File: src/rtl/wdog_pkg.sv
package wdog_pkg;

    localparam int CPU_N  = 4;
    localparam int CNT_W  = 22;
    localparam int DATA_W = 32;
    localparam int ADDR_W = 3;

    localparam logic [ADDR_W-1:0] OFS_CTRL  = 3'd0;
    localparam logic [ADDR_W-1:0] OFS_COUNT = 3'd4;

    // Bit order is software visible: mask[27:24], irq_en[23], run[22], limit[21:0]
    typedef struct packed {
        logic [CPU_N-1:0] cpu_mask;
        logic             irq_en;
        logic             run;
        logic [CNT_W-1:0] limit;
    } wdog_ctrl_t;

    localparam int CTRL_W = $bits(wdog_ctrl_t);

    typedef enum logic [1:0] {
        SEL_NONE,
        SEL_CTRL,
        SEL_COUNT
    } wdog_sel_e;

    function automatic wdog_sel_e decode_ofs(input logic [ADDR_W-1:0] a);
        if (a == OFS_CTRL)
            return SEL_CTRL;
        else if (a == OFS_COUNT)
            return SEL_COUNT;
        return SEL_NONE;
    endfunction

    function automatic logic [DATA_W-1:0] pack_ctrl(input wdog_ctrl_t c);
        return {{(DATA_W-CTRL_W){1'b0}}, c};
    endfunction

    function automatic logic [DATA_W-1:0] pack_count(input logic [CNT_W-1:0] v);
        return {{(DATA_W-CNT_W){1'b0}}, v};
    endfunction

endpackage

File: src/rtl/wdog_regfile.sv
module wdog_regfile
    import wdog_pkg::*;
(
    input  logic                 clk,
    input  logic                 rst,
    input  logic                 wr_en,
    input  logic                 rd_en,
    input  logic [ADDR_W-1:0]    addr,
    input  logic [DATA_W-1:0]    wdata,
    input  logic [CNT_W-1:0]     cnt,
    output wdog_ctrl_t           ctrl,
    output logic                 cnt_wr,
    output logic [CNT_W-1:0]     cnt_wdata,
    output logic [DATA_W-1:0]    rdata
);

    wdog_sel_e  sel;
    wdog_ctrl_t ctrl_q;
    logic       unused_wdata_hi;

    assign sel             = decode_ofs(addr);
    assign unused_wdata_hi = ^wdata[DATA_W-1:CTRL_W];

    always_ff @(posedge clk) begin
        if (rst)
            ctrl_q <= '0;
        else if (wr_en && sel == SEL_CTRL)
            ctrl_q <= wdog_ctrl_t'(wdata[CTRL_W-1:0]);
    end

    assign ctrl      = ctrl_q;
    assign cnt_wr    = wr_en && (sel == SEL_COUNT);
    assign cnt_wdata = wdata[CNT_W-1:0];

    always_comb begin
        rdata = '0;
        if (rd_en) begin
            unique case (sel)
                SEL_CTRL:  rdata = pack_ctrl(ctrl_q);
                SEL_COUNT: rdata = pack_count(cnt);
                default:   rdata = '0;
            endcase
        end
    end

endmodule

File: src/rtl/wdog_prescale.sv
module wdog_prescale #(
    parameter int TICK_CYCLES = 1000
) (
    input  logic clk,
    input  logic rst,
    input  logic run,
    input  logic restart,
    output logic tick
);

    localparam int PRE_W = (TICK_CYCLES > 1) ? $clog2(TICK_CYCLES) : 1;
    localparam logic [PRE_W-1:0] PRE_LAST = PRE_W'(TICK_CYCLES - 1);

    logic [PRE_W-1:0] pre_q;
    logic             wrap;

    assign wrap = (pre_q == PRE_LAST);

    always_ff @(posedge clk) begin
        if (rst || !run || restart)
            pre_q <= '0;
        else if (wrap)
            pre_q <= '0;
        else
            pre_q <= pre_q + 1'b1;
    end

    assign tick = run && !restart && wrap;

endmodule

File: src/rtl/wdog_counter.sv
module wdog_counter
    import wdog_pkg::*;
(
    input  logic             clk,
    input  logic             rst,
    input  logic             run,
    input  logic             tick,
    input  logic             load,
    input  logic [CNT_W-1:0] load_val,
    input  logic [CNT_W-1:0] limit,
    output logic [CNT_W-1:0] cnt,
    output logic             fire
);

    logic [CNT_W-1:0] cnt_q;
    logic             fired_q;
    logic             at_limit;

    assign at_limit = (cnt_q == limit);
    assign fire     = run && at_limit && !fired_q && !load;

    always_ff @(posedge clk) begin
        if (rst)
            cnt_q <= '0;
        else if (load)
            cnt_q <= load_val;
        else if (tick && !at_limit)
            cnt_q <= cnt_q + 1'b1;
    end

    // One expiry action per interval; rearmed by a count write or by stopping
    always_ff @(posedge clk) begin
        if (rst || !run || load)
            fired_q <= 1'b0;
        else if (fire)
            fired_q <= 1'b1;
    end

    assign cnt = cnt_q;

endmodule

File: src/rtl/wdog_action.sv
module wdog_action
    import wdog_pkg::*;
(
    input  logic             clk,
    input  logic             rst,
    input  logic             fire,
    input  wdog_ctrl_t       ctrl,
    output logic [CPU_N-1:0] cpu_rst,
    output logic             irq
);

    logic [CPU_N-1:0] rst_q;
    logic             irq_q;
    logic             irq_mode;

    assign irq_mode = ctrl.irq_en && (ctrl.cpu_mask == '0);

    genvar g;
    generate
        for (g = 0; g < CPU_N; g++) begin : g_cpu
            always_ff @(posedge clk) begin
                if (rst)
                    rst_q[g] <= 1'b0;
                else
                    rst_q[g] <= fire && ctrl.cpu_mask[g];
            end
        end
    endgenerate

    always_ff @(posedge clk) begin
        if (rst)
            irq_q <= 1'b0;
        else
            irq_q <= (irq_q || (fire && irq_mode)) && ctrl.irq_en && ctrl.run;
    end

    assign cpu_rst = rst_q;
    assign irq     = irq_q;

endmodule

File: src/rtl/wdog_timer.sv
module wdog_timer
    import wdog_pkg::*;
#(
    parameter int TICK_CYCLES = 1000
) (
    input  logic              clk,
    input  logic              rst,
    input  logic              wr_en,
    input  logic              rd_en,
    input  logic [2:0]        addr,
    input  logic [31:0]       wdata,
    output logic [31:0]       rdata,
    output logic [3:0]        cpu_rst,
    output logic              irq
);

    wdog_ctrl_t       ctrl;
    logic             cnt_wr;
    logic [CNT_W-1:0] cnt_wdata;
    logic [CNT_W-1:0] cnt;
    logic             tick;
    logic             fire;

    wdog_regfile u_regs (
        .clk       (clk),
        .rst       (rst),
        .wr_en     (wr_en),
        .rd_en     (rd_en),
        .addr      (addr),
        .wdata     (wdata),
        .cnt       (cnt),
        .ctrl      (ctrl),
        .cnt_wr    (cnt_wr),
        .cnt_wdata (cnt_wdata),
        .rdata     (rdata)
    );

    wdog_prescale #(.TICK_CYCLES(TICK_CYCLES)) u_pre (
        .clk     (clk),
        .rst     (rst),
        .run     (ctrl.run),
        .restart (cnt_wr),
        .tick    (tick)
    );

    wdog_counter u_cnt (
        .clk      (clk),
        .rst      (rst),
        .run      (ctrl.run),
        .tick     (tick),
        .load     (cnt_wr),
        .load_val (cnt_wdata),
        .limit    (ctrl.limit),
        .cnt      (cnt),
        .fire     (fire)
    );

    wdog_action u_act (
        .clk     (clk),
        .rst     (rst),
        .fire    (fire),
        .ctrl    (ctrl),
        .cpu_rst (cpu_rst),
        .irq     (irq)
    );

endmodule

File: config.mk
export PLATFORM = sky130hd
export DESIGN_NAME = wdog_timer
export DESIGN_NICKNAME = d
export VERILOG_FILES = /design/src/rtl/wdog_pkg.sv /design/src/rtl/wdog_regfile.sv /design/src/rtl/wdog_prescale.sv /design/src/rtl/wdog_counter.sv /design/src/rtl/wdog_action.sv /design/src/rtl/wdog_timer.sv
export SDC_FILE = /design/constraint.sdc
export NUM_CORES = 1
export LEC_CHECK = 0
export BUFFER_PORTS_ARGS = -buffer_cell sky130_fd_sc_hd__buf_2
export CAP_MARGIN = 20
export CORE_UTILIZATION = 51
export CTS_CLUSTER_DIAMETER = 30
export DETAILED_ROUTE_END_ITERATION = 12
export GPL_TIMING_DRIVEN = 1
export HOLD_SLACK_MARGIN = 0.1
export PLACE_DENSITY = 0.77
export SYNTH_ARGS = -nofsm -noshare
export SYNTH_HDL_FRONTEND = slang
export SYNTH_HIERARCHICAL = 1
export SYNTH_SLANG_ARGS = --single-unit
File: constraint.sdc
create_clock -name clk -period 2.38 [get_ports clk]
set_clock_uncertainty 0.1 [all_clocks]
set_input_delay 0.476 -clock clk [delete_from_list [all_inputs] [get_ports clk]]
set_output_delay 0.476 -clock clk [all_outputs]
set_load 0.02 [all_outputs]
### Yosys cells after proc, flatten, opt, wreduce, memory -nomap -nowiden

Cells that the tools add are included.

| operators by class | value |
|---|---|
| reduce and logical (&&, ||, !) cells | 27 |
| mux-type cells | 9 |
| equality and inequality tests | 5 |
| $add $sub $neg | 2 |

Operators with widths:

| operator | number |
|---|---|
| 28-bit case mux with 2 select lines | 1 |
| 22-bit 2-to-1 mux | 2 |
| 32-bit 2-to-1 mux | 1 |
| 22-bit by 1-bit adder with 22-bit output, second input constant | 1 |
| 22-bit equality test | 1 |
| 1-bit logical AND | 16 |
| 10-bit by 1-bit adder with 10-bit output, second input constant | 1 |
| 10-bit equality test, second input constant | 1 |
| 2-bit 2-to-1 mux | 3 |
| 1-bit logical NOT | 4 |
| 4-bit logical NOT | 1 |
| 3-bit equality test, second input constant | 1 |
| 3-bit logical NOT | 1 |
| 1-bit logical OR | 3 |
| 2-bit by 1-bit equality test with 1-bit output, second input constant | 1 |
| 2-bit equality test, second input constant | 1 |
| 1-bit 2-to-1 mux | 2 |
| 2-bit nonzero test | 1 |
| 2-bit OR reduction | 1 |

| storage, ports and cells | value |
|---|---|
| logic and storage cells | 55 |
| input port bits | 39 |
| output and inout bits | 37 |
| bits in registers | 66 |

### Depth between registers and ports, before layout

Gate-level depths: netlist of run 1.

| logic depth | value |
|---|---|
| depth after elaboration | 12 |
| gate-level depth with buffers | 9 |
| mapped depth without buffers | 8 |

### Modules after synthesis

The synthesis of run 1 kept the hierarchy.

Modules (own cells, without submodules):

| module | sequential area each (sq um) | area an instance (sq um) | cells an instance | times used |
|---|---|---|---|---|
| wdog_regfile | 560.5 | 1779.2 | 184 | 1 |
| wdog_counter | 460.4 | 1726.7 | 204 | 1 |
| wdog_prescale | 200.2 | 469.2 | 53 | 1 |
| wdog_action | 100.1 | 168.9 | 14 | 1 |

### Worst setup path before layout of run 1

No wires, ideal clock.

| timing | value |
|---|---|
| kind | input -> register |
| start point | input port wr_en |
| end point | register u_cnt.cnt_q[20] (netlist: u_cnt/cnt[20]) |
| required time | 2.154 ns |
| stages | 8 |
| setup slack | -0.153 ns |
| buffers on the path | 2 |
| data arrival time | 2.307 ns |
| setup time | 0.126 ns |
| path through | nor4bb_1 -> nand2b_1 -> nor4_1 -> clkbuf_1 -> clkbuf_1 -> nand4_1 -> nor4b_1 -> nor3b_1 |

| between the ends | value |
|---|---|
| word-level cells in the longest chain between the ends | 6 |
| elaborated cells between the ends (all ways) | 7 |
| those cells by class | mux (1); reduce/logical (6) |

Ends and longest elaborated chain:

| what | line | source |
|---|---|---|
| start: declaration | wdog_timer.sv:8 | `input logic wr_en,` |
| 1-bit logical AND | wdog_regfile.sv:32 | `assign cnt_wr = wr_en && (sel == SEL_COUNT);` |
| 1-bit logical NOT | wdog_prescale.sv:28 | `assign tick = run && !restart && wrap;` |
| 1-bit logical AND (2 in a row) | wdog_prescale.sv:28 |  |
| net tick | wdog_timer.sv:21 | `logic tick;` |
| 1-bit logical AND | wdog_counter.sv:27 | `else if (tick && !at_limit)` |
| 2-bit nonzero test (no source line) | n/a |  |
| end signal: assignment | wdog_counter.sv:26 | `cnt_q <= load_val;` |
| end signal: assignment | wdog_counter.sv:28 | `cnt_q <= cnt_q + 1'b1;` |
| end: declaration | wdog_counter.sv:15 | `logic [CNT_W-1:0] cnt_q;` |

The timed path passes the listed nets, and every way through them passes these cells.
A chain may end at the register's enable or synchronous reset.

### Worst setup path in the final report of run 1

| timing | value |
|---|---|
| start point | register u_regs.ctrl_q, in the netlist u_regs/ctrl[18] |
| end point | register u_act.irq_q (netlist: u_act/irq) |

| between the ends | value |
|---|---|
| word-level cells in the longest chain between the ends | 8 |

Ends and longest elaborated chain:

| what | line | source |
|---|---|---|
| start: declaration | wdog_regfile.sv:18 | `wdog_ctrl_t ctrl_q;` |
| start signal: assignment | wdog_regfile.sv:28 | `ctrl_q <= wdog_ctrl_t'(wdata[CTRL_W-1:0]);` |
| 22-bit equality test | wdog_counter.sv:19 | `assign at_limit = (cnt_q == limit);` |
| 1-bit logical AND (3 in a row) | wdog_counter.sv:20 | `assign fire = run && at_limit && !fired_q && !load;` |
| net fire | wdog_timer.sv:22 | `logic fire;` |
| 1-bit logical AND | wdog_action.sv:34 | `irq_q <= (irq_q \|\| (fire && irq_mode)) && ctrl.irq_en && ctrl.run;` |
| 1-bit logical OR | wdog_action.sv:34 |  |
| 1-bit logical AND (2 in a row) | wdog_action.sv:34 |  |
| end signal: assignment | wdog_action.sv:34 |  |
| end: declaration | wdog_action.sv:13 | `logic irq_q;` |

The timed path passes the listed nets, and every way through them passes these cells.

==> reports/results.tsv, run 1 <==
metric	value	unit
leakagePower	0.001814	uW
muxShareOfSynthArea	7.246	%
fin_setup_tns	0	ns
final_cell_area	4775	um2
cp.required	2.57	ns
crit_path_end_kind	flop	
rrSetupSlack	0.09	ns
setup_violations	0	
worstSetupPathType	reg -> reg	
clk_pin_slew	0.08	ns
ys_seq_area_share	31.88	%
cts_max_path_buffers	2	
synth.distinct_cells	64	
yosysWarnings	6	
drtPass1Iterations	5	
num_antenna_cells	0	
pwr-share-clk	39.3	%
synth_compound_gate_area_share	16.79	%
grt_pass1_wl	16.84	mm
period_needed	2.286	ns
postPlaceCellArea	4544	um2
gp_routability_congestion	0.8721	
syn_area_per_cell	9.108	um2
fin_nets	558	
htree_levels	3	
wl	10.03	mm
antenna_found_initial	0	
io_pins	76	
drc	0	
synth-simple-area-share	26.57	%
drive_gt1_share	29.12	%
io_buffers	67	
die_area	8490	um2
ys_dominant_reg_cell	dfxtp_1	
wl_per_cell	16.07	um
syn_area	4144	um2
yosys-top-cells-count	dfxtp_1, nand2b_1, mux2i_1, xnor2_1, buf_4	
vias	3590	
grt_max_degree	29	
clock-sinks	66	
min_period_over_period	96.06	%
arrival	2.48	ns
finalHoldViolCount	0	
seqPwrFrac	46.2	%
start_kind	flop	
irDropWorstVdd	0.2957	mV
synth_fa_ha_area_share	0.6039	%
yosysTopAreaCell	dfxtp_1	
die_h	92.14	um
max_slew_margin	48.92	%
post-route-util	61.15	%
synth_edf_count	0	
worst_pin_slew	0.7597	ns
ant_nets	0	
yosys.cell_count.top_type	dfxtp_1	
final_max_slew_viol_count	0	
slowest_delay	0.44	ns
first_global_vias	3499	
crit_fanout	10	
synthTopCellsByArea	dfxtp_1, nand2b_1, mux2i_1	
core	7807	um2
dp_hpwl	7.190	mm
cts_hold_buf	0	
vias_per_cell	5.753	
outcome	finished, final reports clean	
p_comb_share	14.5	%
synth_xor_area_share	7.820	%
powerDensity	521.8	nW/um2
pre_cts_slack	-0.006910	ns
sw_frac_of_total	28.85	%
async_flop_share	0	%
cts_root_buf	clkbuf_8	
clk_latency	0.35	ns
initial_core_util	53.08	%
switchingPower	718.7	uW
max_freq	437.4	MHz
fillCellCount	678	
drv_cap	0	
placementRows	32	
cts_buffers	9	
slowest_stage	nor4_1	
grtUsageTotal	25.08	%
layout_setup_ws	0.09388	ns
synth_cells	455	
synth_top_family_by_area	simple AND/OR/NAND/NOR gates	
fp.dieW	92.14	um
grt_overflow	0	
ys_seq_elements	66	
synth_top_area_share	31.88	%
hold_class	in -> reg	
p_int	1773	uW
crit_chain	xor2_1 -> nor4_1 -> and4_4 -> nand2_4 -> nor3_1 -> nor2b_2 -> a31o_1	
syn_to_final_growth	15.22	%
drtIter0Drc	251	
cts_tree	built	
==> final cells by class <==
cell class,count,area (um2),share of cell area (%)
clock inverters,7,77.57,1.625
well taps,102,127.6,2.673
flip-flops and latches,66,1321,27.67
clock buffers,9,123.9,2.594
multi-input cells,333,2497,52.31
inverters,9,33.78,0.7075
repair buffers,98,593.1,12.42
==> state kept, by name (all words and copies together) (netlist names) <==
signal         flops
u_cnt/fired_q      1
u_regs/ctrl       28
u_act/cpu_rst      4
u_act/irq          1
u_cnt/cnt         22
u_pre/pre_q       10
==> critical path: cells and delay by family, from the launching register on <==
| family | cells | cell delay, ns |
|---|---|---|
| compound gates | 1 | 0.18 |
| simple gates | 5 | 1.41 |
| flops | 1 | 0.35 |
| xor+xnor | 1 | 0.18 |
==> power by group through the flow <==
stage               clock network (uW)  registers (uW)  logic, uW
global route                      1060            1150        389
detailed placement                   0            1180        339
floorplan                            0            1170        266
finish                             980            1150        362
global placement                     0            1170        330
CTS                               1000            1150        341
==> timing repair <==
action | in CTS | in global routing
endpoints found under the setup margin | 0 | 13
buffers inserted | 0 | 3
gates resized for setup | 0 | 2
==> metrics by stage <==
stage / hold WS [ns] / power (uW) / instances
floorplan: 0.3288 / 1440 / 458
detailed placement: 0.3560 / 1515 / 605
global route: 0.2912 / 2599 / 624
global placement: 0.3401 / 1505 / 605
finish: 0.2851 / 2491 / 624
CTS: 0.2772 / 2491 / 621
==> cells in the final DEF, fill, tap and decap left out, types with 13 or more instances in the layout <==
master     n
dfxtp_1   66
a21oi_1   14
nand4_1   15
nand2b_1  57
o21ai_0   13
buf_2     67
nor2_1    22
mux2i_1   30
nand2_1   16
xnor2_1   30
buf_4     29
==> worst paths after layout <==
| check | start | end | depth (start not counted) |
|---|---|---|---|
| max | u_regs/ctrl[18]$_SDFFE_PP0P_ | u_act/irq$_SDFF_PP0_ | 7 |
| min | wdata[24] | u_regs/ctrl[24]$_SDFFE_PP0P_ | 3 |
| max reg2reg | u_regs/ctrl[18]$_SDFFE_PP0P_ | u_act/irq$_SDFF_PP0_ | 7 |
| min reg2reg | u_pre/pre_q[0]$_SDFF_PP0_ | u_pre/pre_q[0]$_SDFF_PP0_ | 1 |
==> logic make-up (layout without fill, tap and decap cells) <==
group | Yosys count | after routing
flops | 66 | 66
fa+ha+maj | 2 | 2
buf+inv | 59 | 123
mux | 30 | 30
simple gates | 175 | 175
other cells | 1 | 4
xor+xnor | 37 | 37
compound gates | 85 | 85
==> metal layers <==
layer	GRT usage, %	up-vias	share of wire, %
met2	41.60	146	47
met5	0	-	0
met3	4.975	28	5.7
met4	11.85	0	2.9
li1	-	1736	-
met1	31.07	1680	44
Note: power is estimated with default switching activity, not from simulation.
==> run 2: changes to the inputs <==
--- a/config.mk
+++ b/config.mk
@@ -5,8 +5,7 @@
 export SDC_FILE = /design/constraint.sdc
 export NUM_CORES = 1
 export LEC_CHECK = 0
-export BUFFER_PORTS_ARGS = -buffer_cell sky130_fd_sc_hd__buf_2
-export CAP_MARGIN = 20
+export BUFFER_PORTS_ARGS = -buffer_cell sky130_fd_sc_hd__buf_4
 export CORE_UTILIZATION = 51
 export CTS_CLUSTER_DIAMETER = 30
 export DETAILED_ROUTE_END_ITERATION = 12
==> run 2 against run 1 <==
Compared with the run above: clock power shrank 12%; wire length shrank 0.44%; via count grew 0.58%; power shrank 4.7%; flip-flop and latch count is the same; sequential share of layout area shrank 1.0 points; register-to-register slack lost 0.05 ns; global-route usage shrank 0.99 points; first-iteration DRC count shrank 3.2%.
==> reports/results.tsv, run 2 (synthesis gave the netlist of run 1 again) <==
metric	value	unit	change
io_buffers	67		unchanged
layout_setup_ws	0.04522	ns	was 0.09388 ns
period_needed	2.335	ns	was 2.286 ns
final_max_slew_viol_count	0		unchanged
max_freq	428.3	MHz	was 437.4 MHz
outcome	finished, final reports clean		unchanged
crit_path_end_kind	flop		unchanged
drtIter0Drc	243		was 251
post-route-util	63.77	%	was 61.15%
final_common_cell	buf_4		was buf_2
wl	9.982	mm	was 10.03 mm
die_area	8490	um2	unchanged
fin_setup_tns	0	ns	unchanged
seqPwrFrac	48.4	%	was 46.2%
postPlaceCellArea	4705	um2	was 4544 um2
core	7807	um2	unchanged
antenna_found_initial	0		unchanged
grt_max_degree	35		was 29
grt_overflow	0		unchanged
hold_path_depth	3		unchanged
vias	3611		was 3590
first_global_vias	3519		was 3499
fp.dieW	92.14	um	unchanged
powerDensity	477.0	nW/um2	was 521.8 nW/um2
layout_common_cells	buf_4, dfxtp_1, nand2b_1		was buf_2, dfxtp_1, nand2b_1
drc	0		unchanged
io_pins	76		unchanged
vias_per_cell	5.741		was 5.753
min_period_over_period	98.10	%	was 96.06%
start_kind	flop		unchanged
drive_gt1_share	30.17	%	was 29.12%
crit_fanout	7		was 10
htree_levels	3		unchanged
cts_hold_buf	0		unchanged
initial_core_util	53.08	%	unchanged
fin_nets	563		was 558
worst-path-buf-inv	2		was 0
leakagePower	0.001851	uW	was 0.001814 uW
crit_cells	10		was 7
slowest_delay	0.40	ns	was 0.44 ns
rr_worst_depth	10		was 7
sw_frac_of_total	29.56	%	was 28.85%
arrival	2.49	ns	was 2.48 ns
crit_top_cell	buf_4		
hp-start	wdata[22]		was wdata[24]
pwr-share-clk	36.2	%	was 39.3%
syn_to_final_growth	20.14	%	was 15.22%
grtUsageTotal	24.09	%	was 25.08%
setup_violations	0		unchanged
p_int	1673	uW	was 1773 uW
irDropWorstVdd	0.3102	mV	was 0.2957 mV
ant_nets	0		unchanged
clk_latency	0.35	ns	about the same
cp.required	2.54	ns	was 2.57 ns
cp_top_family	simple AND/OR/NAND/NOR gates		unchanged
hold_end	u_regs/ctrl[22]$_SDFFE_PP0P_		was u_regs/ctrl[24]$_SDFFE_PP0P_
slowest_stage	or4_1		was nor4_1
final_cell_area	4979	um2	was 4775 um2
pre_cts_slack	-0.05537	ns	was -0.006910 ns
p_comb_share	15.3	%	was 14.5%
hold_class	in -> reg		unchanged
clock-sinks	66		unchanged
largest_reg_flops	28		unchanged
fillCellCount	686		was 678
cts_max_path_buffers	2		unchanged
cts_tree	built		unchanged
num_antenna_cells	0		unchanged
worst_pin_slew	0.7818	ns	was 0.7597 ns
placementRows	32		unchanged
wl_per_cell	15.87	um	was 16.07 um
crit_chain	ha_4 -> nand4b_1 -> nor4_2 -> buf_4 -> buf_4 -> xnor2_1 -> nor2_1 -> a21oi_1 -> or4_1 -> o31ai_1		was xor2_1 -> nor4_1 -> and4_4 -> nand2_4 -> nor3_1 -> nor2b_2 -> a31o_1
timing.rr.end	u_cnt/cnt[10]$_SDFFE_PP0P_		was u_act/irq$_SDFF_PP0_
max_slew_margin	47.44	%	was 48.92%
worstSetupPathType	reg -> reg		unchanged
rrSetupSlack	0.05	ns	was 0.09 ns
r2r-start	u_pre/pre_q[1]$_SDFF_PP0_		was u_regs/ctrl[18]$_SDFFE_PP0P_
dp_hpwl	7.029	mm	was 7.190 mm
drtPass1Iterations	4		was 5
gp_routability_congestion	0.8620		was 0.8721
drv_cap	0		unchanged
cts_buffers	9		unchanged
finalHoldViolCount	0		unchanged
cts_root_buf	clkbuf_8		unchanged
die_h	92.14	um	unchanged
switchingPower	702.1	uW	was 718.7 uW
grt_pass1_wl	16.32	mm	was 16.84 mm
clk_pin_slew	0.08	ns	about the same
[run 2: worst max-delay path by stage]
stage,start,end,slack [ns]
after global routing,u_pre/pre_q[1]$_SDFF_PP0_,u_cnt/cnt[10]$_SDFFE_PP0P_,-0.03
after CTS,u_pre/pre_q[0]$_SDFF_PP0_,u_cnt/cnt[5]$_SDFFE_PP0P_,0.04
after floorplan,wr_en,u_cnt/cnt[20]$_SDFFE_PP0P_,0.03
after global placement,wr_en,u_cnt/cnt[10]$_SDFFE_PP0P_,0.01
final,u_pre/pre_q[1]$_SDFF_PP0_,u_cnt/cnt[10]$_SDFFE_PP0P_,0.05
after detailed placement,wr_en,u_cnt/cnt[5]$_SDFFE_PP0P_,-0.06
[run 2: tightest hold or removal path, delay by kind of cell]
kind | cells | cell delay [ns]
muxes | 1 | 0.06
buffers and inverters | 1 | 0.11
and+or+nand+nor | 1 | 0.05
[run 2: layout make-up]
type | instances | area, um2 | area share [%]
clock inverter | 7 | 53.80 | 1.081
multi-input combinational | 333 | 2515 | 50.52
inverter | 9 | 33.78 | 0.6786
tap | 102 | 127.6 | 2.563
timing repair buffer | 103 | 798.3 | 16.03
clock buffer | 9 | 123.9 | 2.488
sequential | 66 | 1326 | 26.64
[run 2: what timing repair did]
item	in CTS	in global routing
buffers inserted	0	9
setup endpoints to repair	0	11
endpoints found under the hold margin	0	0
resized for setup	0	9
[run 2: metrics by stage]
step           hold WS [ns]  total power (uW)  cells
3_3_place_gp         0.3402              1526    604
5_1_grt              0.2898              2477    629
3_5_place_dp         0.3550              1536    604
4_1_cts              0.2766              2397    620
6_report             0.2884              2375    629
2_1_floorplan        0.3288              1440    458
[run 2: power by group through the flow]
stage / Combinational, uW / Clock [uW] / Sequential (uW)
6_report: 364 / 861 / 1150
5_1_grt: 392 / 932 / 1150
4_1_cts: 361 / 885 / 1150
3_5_place_dp: 360 / 0 / 1180
3_3_place_gp: 351 / 0 / 1170
2_1_floorplan: 266 / 0 / 1170
[run 2: layer usage]
layer | track usage (%) | up-vias | wire length, um
met3 | 6.053 | 17 | 609
met1 | 28.54 | 1742 | 4195
met4 | 9.115 | 0 | 193
met2 | 41.67 | 102 | 4983
met5 | 0 | - | 0
li1 | - | 1750 | -
==> run 3: changes to the inputs <==
--- a/config.mk
+++ b/config.mk
@@ -6,12 +6,13 @@
 export NUM_CORES = 1
 export LEC_CHECK = 0
 export BUFFER_PORTS_ARGS = -buffer_cell sky130_fd_sc_hd__buf_4
-export CORE_UTILIZATION = 51
+export CORE_UTILIZATION = 61
 export CTS_CLUSTER_DIAMETER = 30
 export DETAILED_ROUTE_END_ITERATION = 12
 export GPL_TIMING_DRIVEN = 1
 export HOLD_SLACK_MARGIN = 0.1
-export PLACE_DENSITY = 0.77
+export PLACE_DENSITY = 0.86
+export SKIP_CTS_REPAIR_TIMING = 1
 export SYNTH_ARGS = -nofsm -noshare
 export SYNTH_HDL_FRONTEND = slang
 export SYNTH_HIERARCHICAL = 1
==> constraint.sdc (replaced) <==
create_clock -name clk -period 2.7 [get_ports clk]
set_clock_uncertainty 0.1 [all_clocks]
set_input_delay 0.54 -clock clk [delete_from_list [all_inputs] [get_ports clk]]
set_output_delay 0.54 -clock clk [all_outputs]
set_load 0.02 [all_outputs]
==> run 3 against run 2 <==
Compared with the run above: the run now ends with DRC left; worst hold slack better by 0.067 ns; critical endpoint unchanged; worst setup slack better by 0.17 ns; flip-flop and latch count unchanged; first-iteration DRC count down 12%.
==> reports/results.tsv, run 3 (synthesis gave the netlist of run 1 again) <==
metric	value	unit	change
worstSetupPathType	reg -> reg		unchanged
ant_nets	0		unchanged
hold_path_depth	3		unchanged
first_global_vias	3412		was 3519
initial_core_util	64.16	%	was 53.08%
slowest_delay	0.41	ns	was 0.40 ns
wl_per_cell	16.94	um	was 15.87 um
rsz0062_at_grt	no		
fp.dieW	84.42	um	was 92.14 um
leakagePower	0.001736	uW	was 0.001851 uW
cts_tree	built		unchanged
rrSetupSlack	0.22	ns	was 0.05 ns
hp-start	wdata[24]		was wdata[22]
placementRows	29		was 32
grt_max_degree	43		was 35
num_antenna_cells	0		unchanged
largest_reg_flops	28		unchanged
timing.rr.end	u_cnt/cnt[10]$_SDFFE_PP0P_		unchanged
max_slew_margin	46.87	%	was 47.44%
min_period_over_period	91.94	%	was 98.10%
core	6459	um2	was 7807 um2
fin_nets	540		was 563
clk_latency	0.35	ns	about the same
timing.hold.ws	0.3557	ns	was 0.2884 ns
syn_to_final_growth	14.43	%	was 20.14%
io_pins	76		unchanged
vias_per_cell	6.105		was 5.741
wl	9.845	mm	was 9.982 mm
layout_common_cells	buf_4, dfxtp_1, nand2b_1		unchanged
hold_class	in -> reg		unchanged
grtUsageTotal	28.68	%	was 24.09%
antenna_found_initial	0		unchanged
final_max_slew_viol_count	0		unchanged
rr_worst_depth	9		was 10
outcome	complete, but fails checks		was finished, final reports clean
crit_chain	ha_1 -> nand4b_1 -> nor4_2 -> buf_4 -> xnor2_1 -> nor2_1 -> a21oi_1 -> or4_1 -> o31ai_1		was ha_4 -> nand4b_1 -> nor4_2 -> buf_4 -> buf_4 -> xnor2_1 -> nor2_1 -> a21oi_1 -> or4_1 -> o31ai_1
hold_end	u_regs/ctrl[24]$_SDFFE_PP0P_		was u_regs/ctrl[22]$_SDFFE_PP0P_
powerDensity	449.8	nW/um2	was 477.0 nW/um2
gp_routability_congestion	0.8855		was 0.8620
vias	3547		was 3611
grt_overflow	0		unchanged
drive_gt1_share	25.79	%	was 30.17%
htree_levels	3		unchanged
final_common_cell	buf_4		unchanged
multi_input_area	2491	um2	was 2515 um2
r2r-start	u_pre/pre_q[0]$_SDFF_PP0_		was u_pre/pre_q[1]$_SDFF_PP0_
cp.required	2.87	ns	was 2.54 ns
finalHoldViolCount	0		unchanged
clock-sinks	66		unchanged
crit_path_end_kind	flop		unchanged
cts_max_path_buffers	2		unchanged
irDropWorstVdd	0.3247	mV	was 0.3102 mV
cts_buffers	9		unchanged
clk_pin_slew	0.07	ns	was 0.08 ns
ff_latch_area	1321	um2	was 1326 um2
cts_root_buf	clkbuf_8		unchanged
crit_fanout	20		was 7
fin_setup_tns	0	ns	unchanged
max_freq	402.8	MHz	was 428.3 MHz
setup_violations	0		unchanged
die_area	7127	um2	was 8490 um2
worst_pin_slew	0.7902	ns	was 0.7818 ns
drc	10		was 0
io_buffers	67		unchanged
period_needed	2.482	ns	was 2.335 ns
start_kind	flop		unchanged
arrival	2.65	ns	was 2.49 ns
grt_pass1_wl	16.08	mm	was 16.32 mm
drtIter0Drc	214		was 243
dp_hpwl	6.843	mm	was 7.029 mm
drv_cap	0		unchanged
drtPass1Iterations	9		was 4
fillCellCount	473		was 686
violations	DRC		
slowest_stage	or4_1		unchanged
die_h	84.42	um	was 92.14 um
run 3: cell count changes in the layout (fill, tap and decap cells not counted), sizes merged:
cell      delta
buf         -23
bufinv       +1
clkbuf       +2
clkinvlp     -1
inv          -2
run 3: worst max-delay path by stage:
stage               slack [ns]                         end  depth (start not counted)                      start
finish                    0.22  u_cnt/cnt[10]$_SDFFE_PP0P_                          9  u_pre/pre_q[0]$_SDFF_PP0_
global route              0.04   u_cnt/cnt[5]$_SDFFE_PP0P_                          7  u_pre/pre_q[0]$_SDFF_PP0_
CTS                       0.24  u_cnt/cnt[10]$_SDFFE_PP0P_                          9  u_pre/pre_q[0]$_SDFF_PP0_
detailed placement        0.08  u_cnt/cnt[10]$_SDFFE_PP0P_                         10                    addr[2]
global placement          0.17   u_cnt/cnt[5]$_SDFFE_PP0P_                          8                    addr[2]
floorplan                 0.10  u_cnt/cnt[20]$_SDFFE_PP0P_                          8                      wr_en
run 3: power breakdown:
part | switching, uW | internal, uW
Sequential | 24.5 | 993
Clock | 385 | 424
Combinational | 174 | 133
Total | 584 | 1550
run 3: layer usage:
metal	wire length, um	global-route usage, %	vias to the layer above
li1	-	-	1702
met1	4146	34.97	1692
met2	4738	48.81	133
met3	735	5.801	20
met4	225	13.41	0
met5	0	0	-
run 3: area by class of cell:
class / instances / area share (%)
inverters: 9 / 0.7124
flip-flops and latches: 66 / 27.86
clock buffers: 11 / 2.770
clock inverters: 5 / 1.161
well taps: 77 / 2.032
multi-input cells: 333 / 52.53
repair buffers: 80 / 12.93
run 3: through the flow:
| step | util (%) | power (uW) | setup WS (ns) | std cells | cell area [um2] |
|---|---|---|---|---|---|
| floorplan | - | 1270 | 0.1031 | 458 | 4155 |
| global placement | 70.53 | 1331 | 0.1651 | 565 | 4556 |
| detailed placement | 70.53 | 1339 | 0.07511 | 565 | 4556 |
| CTS | 73.42 | 2144 | 0.2389 | 581 | 4742 |
| global route | 73.42 | 2212 | 0.03596 | 581 | 4742 |
| finish | 73.42 | 2133 | 0.2175 | 581 | 4742 |
run 3: critical path, delay by kind of cell, from the launching register on:
family / cells / cell delay (ns)
xor gates and xnor gates: 1 / 0.09
and+or+nand+nor: 4 / 1.09
AOI/OAI and AO/OA: 2 / 0.14
adders and majority gates: 1 / 0.29
DFF: 1 / 0.37
buffers and inverters: 1 / 0.31
